## src/rtl/cfgpio_pkg.sv

```systemverilog
package cfgpio_pkg;
  localparam int WORD_W = 32;
  localparam int KIND_W = 4;
  localparam int STRB_W = 4;
  localparam int STAT_W = 3;

  localparam logic [5:0] OFS_CTRL  = 6'h00;
  localparam logic [5:0] OFS_STAT  = 6'h04;
  localparam logic [5:0] OFS_ALO   = 6'h08;
  localparam logic [5:0] OFS_AHI   = 6'h0C;
  localparam logic [5:0] OFS_WDAT  = 6'h10;
  localparam logic [5:0] OFS_STRB  = 6'h14;
  localparam logic [5:0] OFS_RDAT  = 6'h18;
  localparam logic [5:0] OFS_START = 6'h1C;
  localparam logic [5:0] OFS_ISR   = 6'h20;
  localparam logic [5:0] OFS_MASK  = 6'h24;

  localparam logic [STAT_W-1:0] ST_TIMEOUT = 3'h7;

  typedef enum logic [1:0] {
    SQ_IDLE  = 2'd0,
    SQ_ISSUE = 2'd1,
    SQ_WAIT  = 2'd2
  } sq_state_t;

  typedef struct packed {
    logic [KIND_W-1:0] kind;
    logic [WORD_W-1:0] addr_lo;
    logic [WORD_W-1:0] addr_hi;
    logic [WORD_W-1:0] wdata;
    logic [STRB_W-1:0] strb;
  } cfg_desc_t;
endpackage

```

## src/rtl/cfgpio_regs.sv

```systemverilog
module cfgpio_regs
  import cfgpio_pkg::*;
#(
  parameter int CSR_AW = 6
) (
  input  logic              clk,
  input  logic              rst_n,
  input  logic              csr_we,
  input  logic [CSR_AW-1:0] csr_addr,
  input  logic [WORD_W-1:0] csr_wdata,
  output logic [WORD_W-1:0] csr_rdata,
  input  logic              busy_i,
  input  logic              fin_i,
  input  logic [STAT_W-1:0] fin_status_i,
  input  logic [WORD_W-1:0] fin_data_i,
  input  logic              fin_load_i,
  output logic              launch_o,
  output logic              abort_o,
  output cfg_desc_t         desc_o,
  output logic              irq_o
);
  logic [KIND_W-1:0] kind_q, kind_d;
  logic              wdis_q, wdis_d;
  logic [WORD_W-1:0] alo_q, alo_d, ahi_q, ahi_d, wdat_q, wdat_d, rdat_q, rdat_d;
  logic [STRB_W-1:0] strb_q, strb_d;
  logic [STAT_W-1:0] stat_q, stat_d;
  logic              isr_q, isr_d, mask_q, mask_d;

  function automatic logic hit(input logic [CSR_AW-1:0] a, input logic [5:0] ofs);
    return a == CSR_AW'(ofs);
  endfunction

  always_comb begin
    launch_o = csr_we && hit(csr_addr, OFS_START) && csr_wdata[0] && !busy_i;
    abort_o  = csr_we && hit(csr_addr, OFS_START) && !csr_wdata[0] && busy_i;
  end

  always_comb begin
    kind_d = kind_q;
    wdis_d = wdis_q;
    alo_d  = alo_q;
    ahi_d  = ahi_q;
    wdat_d = wdat_q;
    strb_d = strb_q;
    mask_d = mask_q;
    stat_d = stat_q;
    rdat_d = rdat_q;
    isr_d  = isr_q;
    if (csr_we) begin
      if (hit(csr_addr, OFS_CTRL)) begin
        kind_d = csr_wdata[KIND_W-1:0];
        wdis_d = csr_wdata[24];
      end
      if (hit(csr_addr, OFS_ALO))  alo_d  = csr_wdata;
      if (hit(csr_addr, OFS_AHI))  ahi_d  = csr_wdata;
      if (hit(csr_addr, OFS_WDAT)) wdat_d = csr_wdata;
      if (hit(csr_addr, OFS_STRB)) strb_d = csr_wdata[STRB_W-1:0];
      if (hit(csr_addr, OFS_MASK)) mask_d = csr_wdata[0];
      if (hit(csr_addr, OFS_ISR) && csr_wdata[0]) isr_d = 1'b0;
    end
    if (fin_i) begin
      stat_d = fin_status_i;
      isr_d  = 1'b1;
      if (fin_load_i) rdat_d = fin_data_i;
    end
  end

  always_ff @(posedge clk or negedge rst_n) begin
    if (!rst_n) begin
      kind_q <= '0;
      wdis_q <= 1'b0;
      alo_q  <= '0;
      ahi_q  <= '0;
      wdat_q <= '0;
      strb_q <= '0;
      mask_q <= 1'b0;
      stat_q <= '0;
      rdat_q <= '0;
      isr_q  <= 1'b0;
    end else begin
      kind_q <= kind_d;
      wdis_q <= wdis_d;
      alo_q  <= alo_d;
      ahi_q  <= ahi_d;
      wdat_q <= wdat_d;
      strb_q <= strb_d;
      mask_q <= mask_d;
      stat_q <= stat_d;
      rdat_q <= rdat_d;
      isr_q  <= isr_d;
    end
  end

  always_comb begin
    desc_o.kind    = kind_q;
    desc_o.addr_lo = alo_q;
    desc_o.addr_hi = ahi_q;
    desc_o.wdata   = wdat_q;
    desc_o.strb    = strb_q;
    irq_o          = isr_q && !mask_q;
  end

  always_comb begin
    csr_rdata = '0;
    if      (hit(csr_addr, OFS_CTRL))  csr_rdata = {7'b0, wdis_q, 20'b0, kind_q};
    else if (hit(csr_addr, OFS_STAT))  csr_rdata = {22'b0, stat_q, 7'b0};
    else if (hit(csr_addr, OFS_ALO))   csr_rdata = alo_q;
    else if (hit(csr_addr, OFS_AHI))   csr_rdata = ahi_q;
    else if (hit(csr_addr, OFS_WDAT))  csr_rdata = wdat_q;
    else if (hit(csr_addr, OFS_STRB))  csr_rdata = {{(WORD_W-STRB_W){1'b0}}, strb_q};
    else if (hit(csr_addr, OFS_RDAT))  csr_rdata = rdat_q;
    else if (hit(csr_addr, OFS_START)) csr_rdata = {{(WORD_W-1){1'b0}}, busy_i};
    else if (hit(csr_addr, OFS_ISR))   csr_rdata = {{(WORD_W-1){1'b0}}, isr_q};
    else if (hit(csr_addr, OFS_MASK))  csr_rdata = {{(WORD_W-1){1'b0}}, mask_q};
  end

  AST_FIN_SETS_ISR: assert property (@(posedge clk) disable iff (!rst_n)
    fin_i |=> isr_q);
  AST_WRITE_KEEPS_RDATA: assert property (@(posedge clk) disable iff (!rst_n)
    fin_i && !fin_load_i |=> $stable(rdat_q));
  AST_NO_START_WHEN_BUSY: assert property (@(posedge clk) disable iff (!rst_n)
    busy_i |-> !launch_o);
endmodule

```

## src/rtl/cfgpio_seq.sv

```systemverilog
module cfgpio_seq
  import cfgpio_pkg::*;
#(
  parameter int TMO_CYCLES = 4096
) (
  input  logic              clk,
  input  logic              rst_n,
  input  logic              launch_i,
  input  logic              abort_i,
  input  cfg_desc_t         desc_i,
  output logic              req_valid,
  input  logic              req_ready,
  output cfg_desc_t         desc_o,
  input  logic              cpl_valid,
  input  logic [STAT_W-1:0] cpl_status,
  input  logic [WORD_W-1:0] cpl_data,
  output logic              busy_o,
  output logic              fin_o,
  output logic [STAT_W-1:0] fin_status_o,
  output logic [WORD_W-1:0] fin_data_o,
  output logic              fin_load_o
);
  localparam int CNT_W = $clog2(TMO_CYCLES + 1);
  localparam logic [CNT_W-1:0] CNT_LAST = CNT_W'(TMO_CYCLES - 1);

  sq_state_t        st_q, st_d;
  cfg_desc_t        dsc_q, dsc_d;
  logic [CNT_W-1:0] cnt_q, cnt_d;
  logic             tmo_hit;

  assign tmo_hit = (cnt_q == CNT_LAST);

  always_comb begin
    st_d         = st_q;
    dsc_d        = dsc_q;
    cnt_d        = cnt_q;
    fin_o        = 1'b0;
    fin_status_o = '0;
    fin_data_o   = '0;
    fin_load_o   = 1'b0;
    unique case (st_q)
      SQ_IDLE: begin
        if (launch_i) begin
          dsc_d = desc_i;
          st_d  = SQ_ISSUE;
        end
      end
      SQ_ISSUE: begin
        if (abort_i) begin
          st_d = SQ_IDLE;
        end else if (req_ready) begin
          cnt_d = '0;
          st_d  = SQ_WAIT;
        end
      end
      SQ_WAIT: begin
        if (abort_i) begin
          st_d = SQ_IDLE;
        end else if (cpl_valid) begin
          fin_o        = 1'b1;
          fin_status_o = cpl_status;
          fin_data_o   = cpl_data;
          fin_load_o   = !dsc_q.kind[1];
          st_d         = SQ_IDLE;
        end else if (tmo_hit) begin
          fin_o        = 1'b1;
          fin_status_o = ST_TIMEOUT;
          fin_data_o   = '1;
          fin_load_o   = 1'b1;
          st_d         = SQ_IDLE;
        end else begin
          cnt_d = cnt_q + 1'b1;
        end
      end
      default: st_d = SQ_IDLE;
    endcase
  end

  always_ff @(posedge clk or negedge rst_n) begin
    if (!rst_n) begin
      st_q  <= SQ_IDLE;
      dsc_q <= '0;
      cnt_q <= '0;
    end else begin
      st_q  <= st_d;
      dsc_q <= dsc_d;
      cnt_q <= cnt_d;
    end
  end

  assign req_valid = (st_q == SQ_ISSUE);
  assign busy_o    = (st_q != SQ_IDLE);
  assign desc_o    = dsc_q;

  AST_DESC_HOLD: assert property (@(posedge clk) disable iff (!rst_n)
    req_valid && !req_ready && !abort_i |=> req_valid && $stable(desc_o));
  AST_ONE_OUTSTANDING: assert property (@(posedge clk) disable iff (!rst_n)
    busy_o && !abort_i && !fin_o |=> $stable(desc_o));
  AST_ABORT_DROPS: assert property (@(posedge clk) disable iff (!rst_n)
    abort_i |=> !req_valid && !busy_o);
  AST_CNT_BOUND: assert property (@(posedge clk) disable iff (!rst_n)
    cnt_q <= CNT_LAST);
endmodule

```

## src/rtl/cfg_pio_engine.sv

```systemverilog
module cfg_pio_engine
  import cfgpio_pkg::*;
#(
  parameter int CSR_AW     = 6,
  parameter int TMO_CYCLES = 4096
) (
  input  logic              clk,
  input  logic              rst_n,
  input  logic              csr_we,
  input  logic [CSR_AW-1:0] csr_addr,
  input  logic [31:0]       csr_wdata,
  output logic [31:0]       csr_rdata,
  output logic              req_valid,
  input  logic              req_ready,
  output logic [3:0]        req_kind,
  output logic [31:0]       req_addr_lo,
  output logic [31:0]       req_addr_hi,
  output logic [31:0]       req_wdata,
  output logic [3:0]        req_strb,
  input  logic              cpl_valid,
  input  logic [2:0]        cpl_status,
  input  logic [31:0]       cpl_data,
  output logic              irq
);
  cfg_desc_t         reg_desc, out_desc;
  logic              busy, fin, fin_load, launch, abort;
  logic [STAT_W-1:0] fin_status;
  logic [WORD_W-1:0] fin_data;

  cfgpio_regs #(.CSR_AW(CSR_AW)) u_regs (
    .clk          (clk),
    .rst_n        (rst_n),
    .csr_we       (csr_we),
    .csr_addr     (csr_addr),
    .csr_wdata    (csr_wdata),
    .csr_rdata    (csr_rdata),
    .busy_i       (busy),
    .fin_i        (fin),
    .fin_status_i (fin_status),
    .fin_data_i   (fin_data),
    .fin_load_i   (fin_load),
    .launch_o     (launch),
    .abort_o      (abort),
    .desc_o       (reg_desc),
    .irq_o        (irq)
  );

  cfgpio_seq #(.TMO_CYCLES(TMO_CYCLES)) u_seq (
    .clk          (clk),
    .rst_n        (rst_n),
    .launch_i     (launch),
    .abort_i      (abort),
    .desc_i       (reg_desc),
    .req_valid    (req_valid),
    .req_ready    (req_ready),
    .desc_o       (out_desc),
    .cpl_valid    (cpl_valid),
    .cpl_status   (cpl_status),
    .cpl_data     (cpl_data),
    .busy_o       (busy),
    .fin_o        (fin),
    .fin_status_o (fin_status),
    .fin_data_o   (fin_data),
    .fin_load_o   (fin_load)
  );

  assign req_kind    = out_desc.kind;
  assign req_addr_lo = out_desc.addr_lo;
  assign req_addr_hi = out_desc.addr_hi;
  assign req_wdata   = out_desc.wdata;
  assign req_strb    = out_desc.strb;

  AST_CPL_FLAGS_DONE: assert property (@(posedge clk) disable iff (!rst_n)
    $fell(busy) && !$past(abort) |-> irq || $past(irq) || 1'b1 ? $past(fin) : 1'b1);
endmodule

```

## config.mk

```make
export PLATFORM = sky130hd
export DESIGN_NAME = cfg_pio_engine
export DESIGN_NICKNAME = d
export VERILOG_FILES = /design/src/rtl/cfgpio_pkg.sv /design/src/rtl/cfgpio_regs.sv /design/src/rtl/cfgpio_seq.sv /design/src/rtl/cfg_pio_engine.sv
export SDC_FILE = /design/constraint.sdc
export NUM_CORES = 1
export LEC_CHECK = 0
export ABC_AREA = 0
export ABC_CLOCK_PERIOD_IN_PS = 4400
export BUFFER_PORTS_ARGS = -buffer_cell sky130_fd_sc_hd__buf_2
export CAP_MARGIN = 20
export CORE_MARGIN = 1
export CORE_UTILIZATION = 40
export CTS_BUF_LIST = sky130_fd_sc_hd__clkbuf_8
export DETAILED_ROUTE_END_ITERATION = 7
export HOLD_SLACK_MARGIN = 0.08
export PLACE_DENSITY = 0.7
export SLEW_MARGIN = 15
export SYNTH_ARGS = -nofsm -noshare
export SYNTH_HDL_FRONTEND = slang
export SYNTH_SLANG_ARGS = --single-unit
export TNS_END_PERCENT = 10
```

## constraint.sdc

```tcl
create_clock -name clk -period 4.4 [get_ports clk]
set_input_delay 0.88 -clock clk [delete_from_list [all_inputs] [get_ports clk]]
set_output_delay 0.88 -clock clk [all_outputs]
set_load 0.005 [all_outputs]
```

==> impl_metrics.ini <==
[outcome]
status = complete, no violations

[setup_path]
start_kind = input port
endpoint_kind = output port
worst-path-buf-inv = 3
critPathArrivalTime_ns = 2.61
critical_path.max_stage_delay_ns = 0.45
cp.depth = 7
path_cells = buf_2 > nor4_2 > and2_2 > buf_4 > a21oi_1 > o21ai_0 > buf_2
r2r-start = u_seq.st_q[0]$_DFFE_PN0P_
critical-path-top-delay-family = simple AND/OR/NAND/NOR gates
crit_type = input port to output port
cp-endpoint = csr_rdata[22]
crit_path_start = csr_addr[5]
r2r_cells = 4
r2r_end = u_regs.stat_q[0]$_DFFE_PN0P_
crit_slowest_cell = and2_2
ff2ff_setup_slack_ns = 2.14
cpMostUsedCell = buf_2
path_max_fanout = 20
cp.required_ns = 3.52

[sta]
hold_viol = 0
rsz0062_at_grt = no
worst_pin_slew_ns = 1.081
fin_crit_ns = 3.490
slew_headroom_pct = 27.76
tns_ns = 0
max_freq_mhz = 286.6
final_max_slew_viol_count = 0
fin_crit_sh_pct = 79.31
finClkSkew_ns = 0.01903
setup_viol = 0

[placed_design]
hpwl_um = 19610
gp_congestion = 0.8184
port_buffers = 215

[yosys]
synthCells = 892
synth_top_area_cell = dfrtp_1
synth_cell_types = 50
syn_area_per_cell_um2 = 12.97
synth-compound-area-share_pct = 8.886
async_reset_ff_share_pct = 100.0
synth_edf_count = 0
synth_xor_area_share_pct = 0
yosysTopAreaCellShare_pct = 56.43
synthAdderAreaFrac_pct = 0.1081
synth_top_family_by_area = multiplexers
ys_ff_latch = 261
synth_fp_nets = 971
muxShareOfSynthArea_pct = 25.52
ys.warnings.count = 0
yosys-top-cells-area = dfrtp_1, mux2_2, mux2_4
synth_ff_type = dfrtp_1
mappedNetlistArea_um2 = 11570
synth-simple-area-share_pct = 5.449
ys_seq_area_share_pct = 56.43

[cts]
cts_resized = 0
cts_setup_buffers = 0
clock_latency_ns = 0.54
cts_buffers = 45
cts_tree = yes
clock_sinks = 261
cts_buffer_depth = 3
h-tree-depth = 2
cts.reportedPaths.clkPinSlew_ns = 0.06
ctsHoldBuffers = 0
clock-root-buffer = clkbuf_8

[floorplan]
rows = 61
die-area_um2 = 29620
io_pins = 216
core_um2 = 28090
die_w_um = 172.1
dieHeight_um = 172.1
start_util_pct = 41.21

[final_layout]
fillCellCount = 2555
final_common_cell = dfrtp_1
final_cell_mix = dfrtp_1, buf_2, mux2_2
nets = 1194
syn2layout_area_growth_pct = 21.04
drive_gt1_share_pct = 45.81

[pwr]
leakage_nw = 7.230
finalPower_mw = 5.623
power.density_nw_per_um2 = 401.4
peakVddDrop_mv = 0.2407

[detailed_routing]
vias = 8050
routed_wl_um = 29700
drt_iter0_drc = 551
drt-vias-per-instance = 5.275
drc = 0
wl_per_cell_um = 19.46
drtPass1Iterations = 6
ant_nets = 0

[global_routing]
grt_overflow = 0
antenna_found_initial = 2
grt_pass1_wl_um = 45790
grt_pass1_vias = 8094
grt_start_max_net_pins = 97
gr-usage-all-layers_pct = 20.14

[hold_path]
hold_path_class = input port to async pin

[job]
maxCapViolations = 0
[how the worst min path moves through the flow]
stage / to / cells after the start
3_5_place_dp: u_regs.stat_q[2]$_DFFE_PN0P_ / 1
2_1_floorplan: u_regs.stat_q[0]$_DFFE_PN0P_ / 1
5_1_grt: u_seq.desc_o[12]$_DFFE_PN0P_ / 1
4_1_cts: u_seq.desc_o[12]$_DFFE_PN0P_ / 1
6_report: u_seq.desc_o[12]$_DFFE_PN0P_ / 1
3_3_place_gp: u_regs.stat_q[0]$_DFFE_PN0P_ / 1
[state kept, by name, summed over array words and instances (netlist names)]
signal         count
u_seq.desc_o     104
u_regs.ahi_q      32
u_regs.alo_q      32
u_regs.rdat_q     32
u_regs.wdat_q     32
u_seq.cnt_q       13
u_regs.kind_q      4
u_regs.strb_q      4
u_regs.stat_q      3
u_seq.st_q         2
u_regs.isr_q       1
u_regs.mask_q      1
u_regs.wdis_q      1
[cells in the mapped netlist, types with 2 or more instances]
cell,number
a2111o_1,2
a211o_1,2
a211oi_1,4
a21o_1,2
a21oi_1,67
a222oi_1,3
a22o_1,3
a22oi_1,6
a31o_2,2
and2_1,2
buf_1,12
buf_2,6
buf_6,7
clkbuf_1,35
dfrtp_1,261
inv_1,35
mux2_2,153
mux2_4,60
mux2i_1,33
nand2_1,15
nand2b_1,7
nand3_1,31
nand4_1,4
nor2_1,30
nor2b_1,5
nor3_1,2
nor4_1,4
nor4b_1,2
o21ai_0,32
o22a_1,3
o22ai_1,32
o31ai_1,6
or4_1,6
or4b_1,2
[cells by family (layout without fill, tap and decap cells)]
kind of cell	count (synthesis)	count (layout)
AO/OA/AOI/OAI	171	171
adder cells (fa/ha/maj)	1	1
buffers and inverters	95	349
flip-flops	261	261
multiplexers	246	246
other	0	2
AND/OR/NAND/NOR	118	118
[where the power goes]
| group | internal [mW] | leakage [nW] | switching, mW |
|---|---|---|---|
| Clock | 1.17 | 0.509 | 0.966 |
| Combinational | 0.325 | 3.18 | 0.306 |
| Sequential | 2.65 | 3.55 | 0.200 |
[area by class of cell]
class | instances | area [um2] | area share, %
multi-input cells | 536 | 4674 | 33.37
clock inverters | 20 | 86.33 | 0.6163
flip-flops and latches | 261 | 6531 | 46.62
diodes | 2 | 5.005 | 0.03573
repair buffers | 236 | 1309 | 9.343
clock buffers | 58 | 798.3 | 5.698
well taps | 378 | 473.0 | 3.376
inverters | 35 | 131.4 | 0.9378
[layer usage]
metal  vias to the layer above  wire length (um)  GRT usage [%]
met4                         0               709          6.810
met2                       253             13820          31.24
li1                       3680                 -              -
met3                        59              1915          5.104
met5                         -                 0              0
met1                      4058             13260          27.39
[through the flow]
step           util, %  cell area (um2)  setup slack [ns]  std cells  hold WS, ns
3_5_place_dp     46.51            13060            0.8986       1444       0.4794
3_3_place_gp     46.51            13060            0.9073       1444       0.4731
4_1_cts          49.66            13950            0.9052       1522       0.3435
6_report         49.88            14010            0.9104       1526       0.3037
5_1_grt          49.86            14000            0.7845       1524       0.3538
2_1_floorplan        -            11570             1.107        892       0.4560
Note: power is estimated with default switching activity, not from simulation.
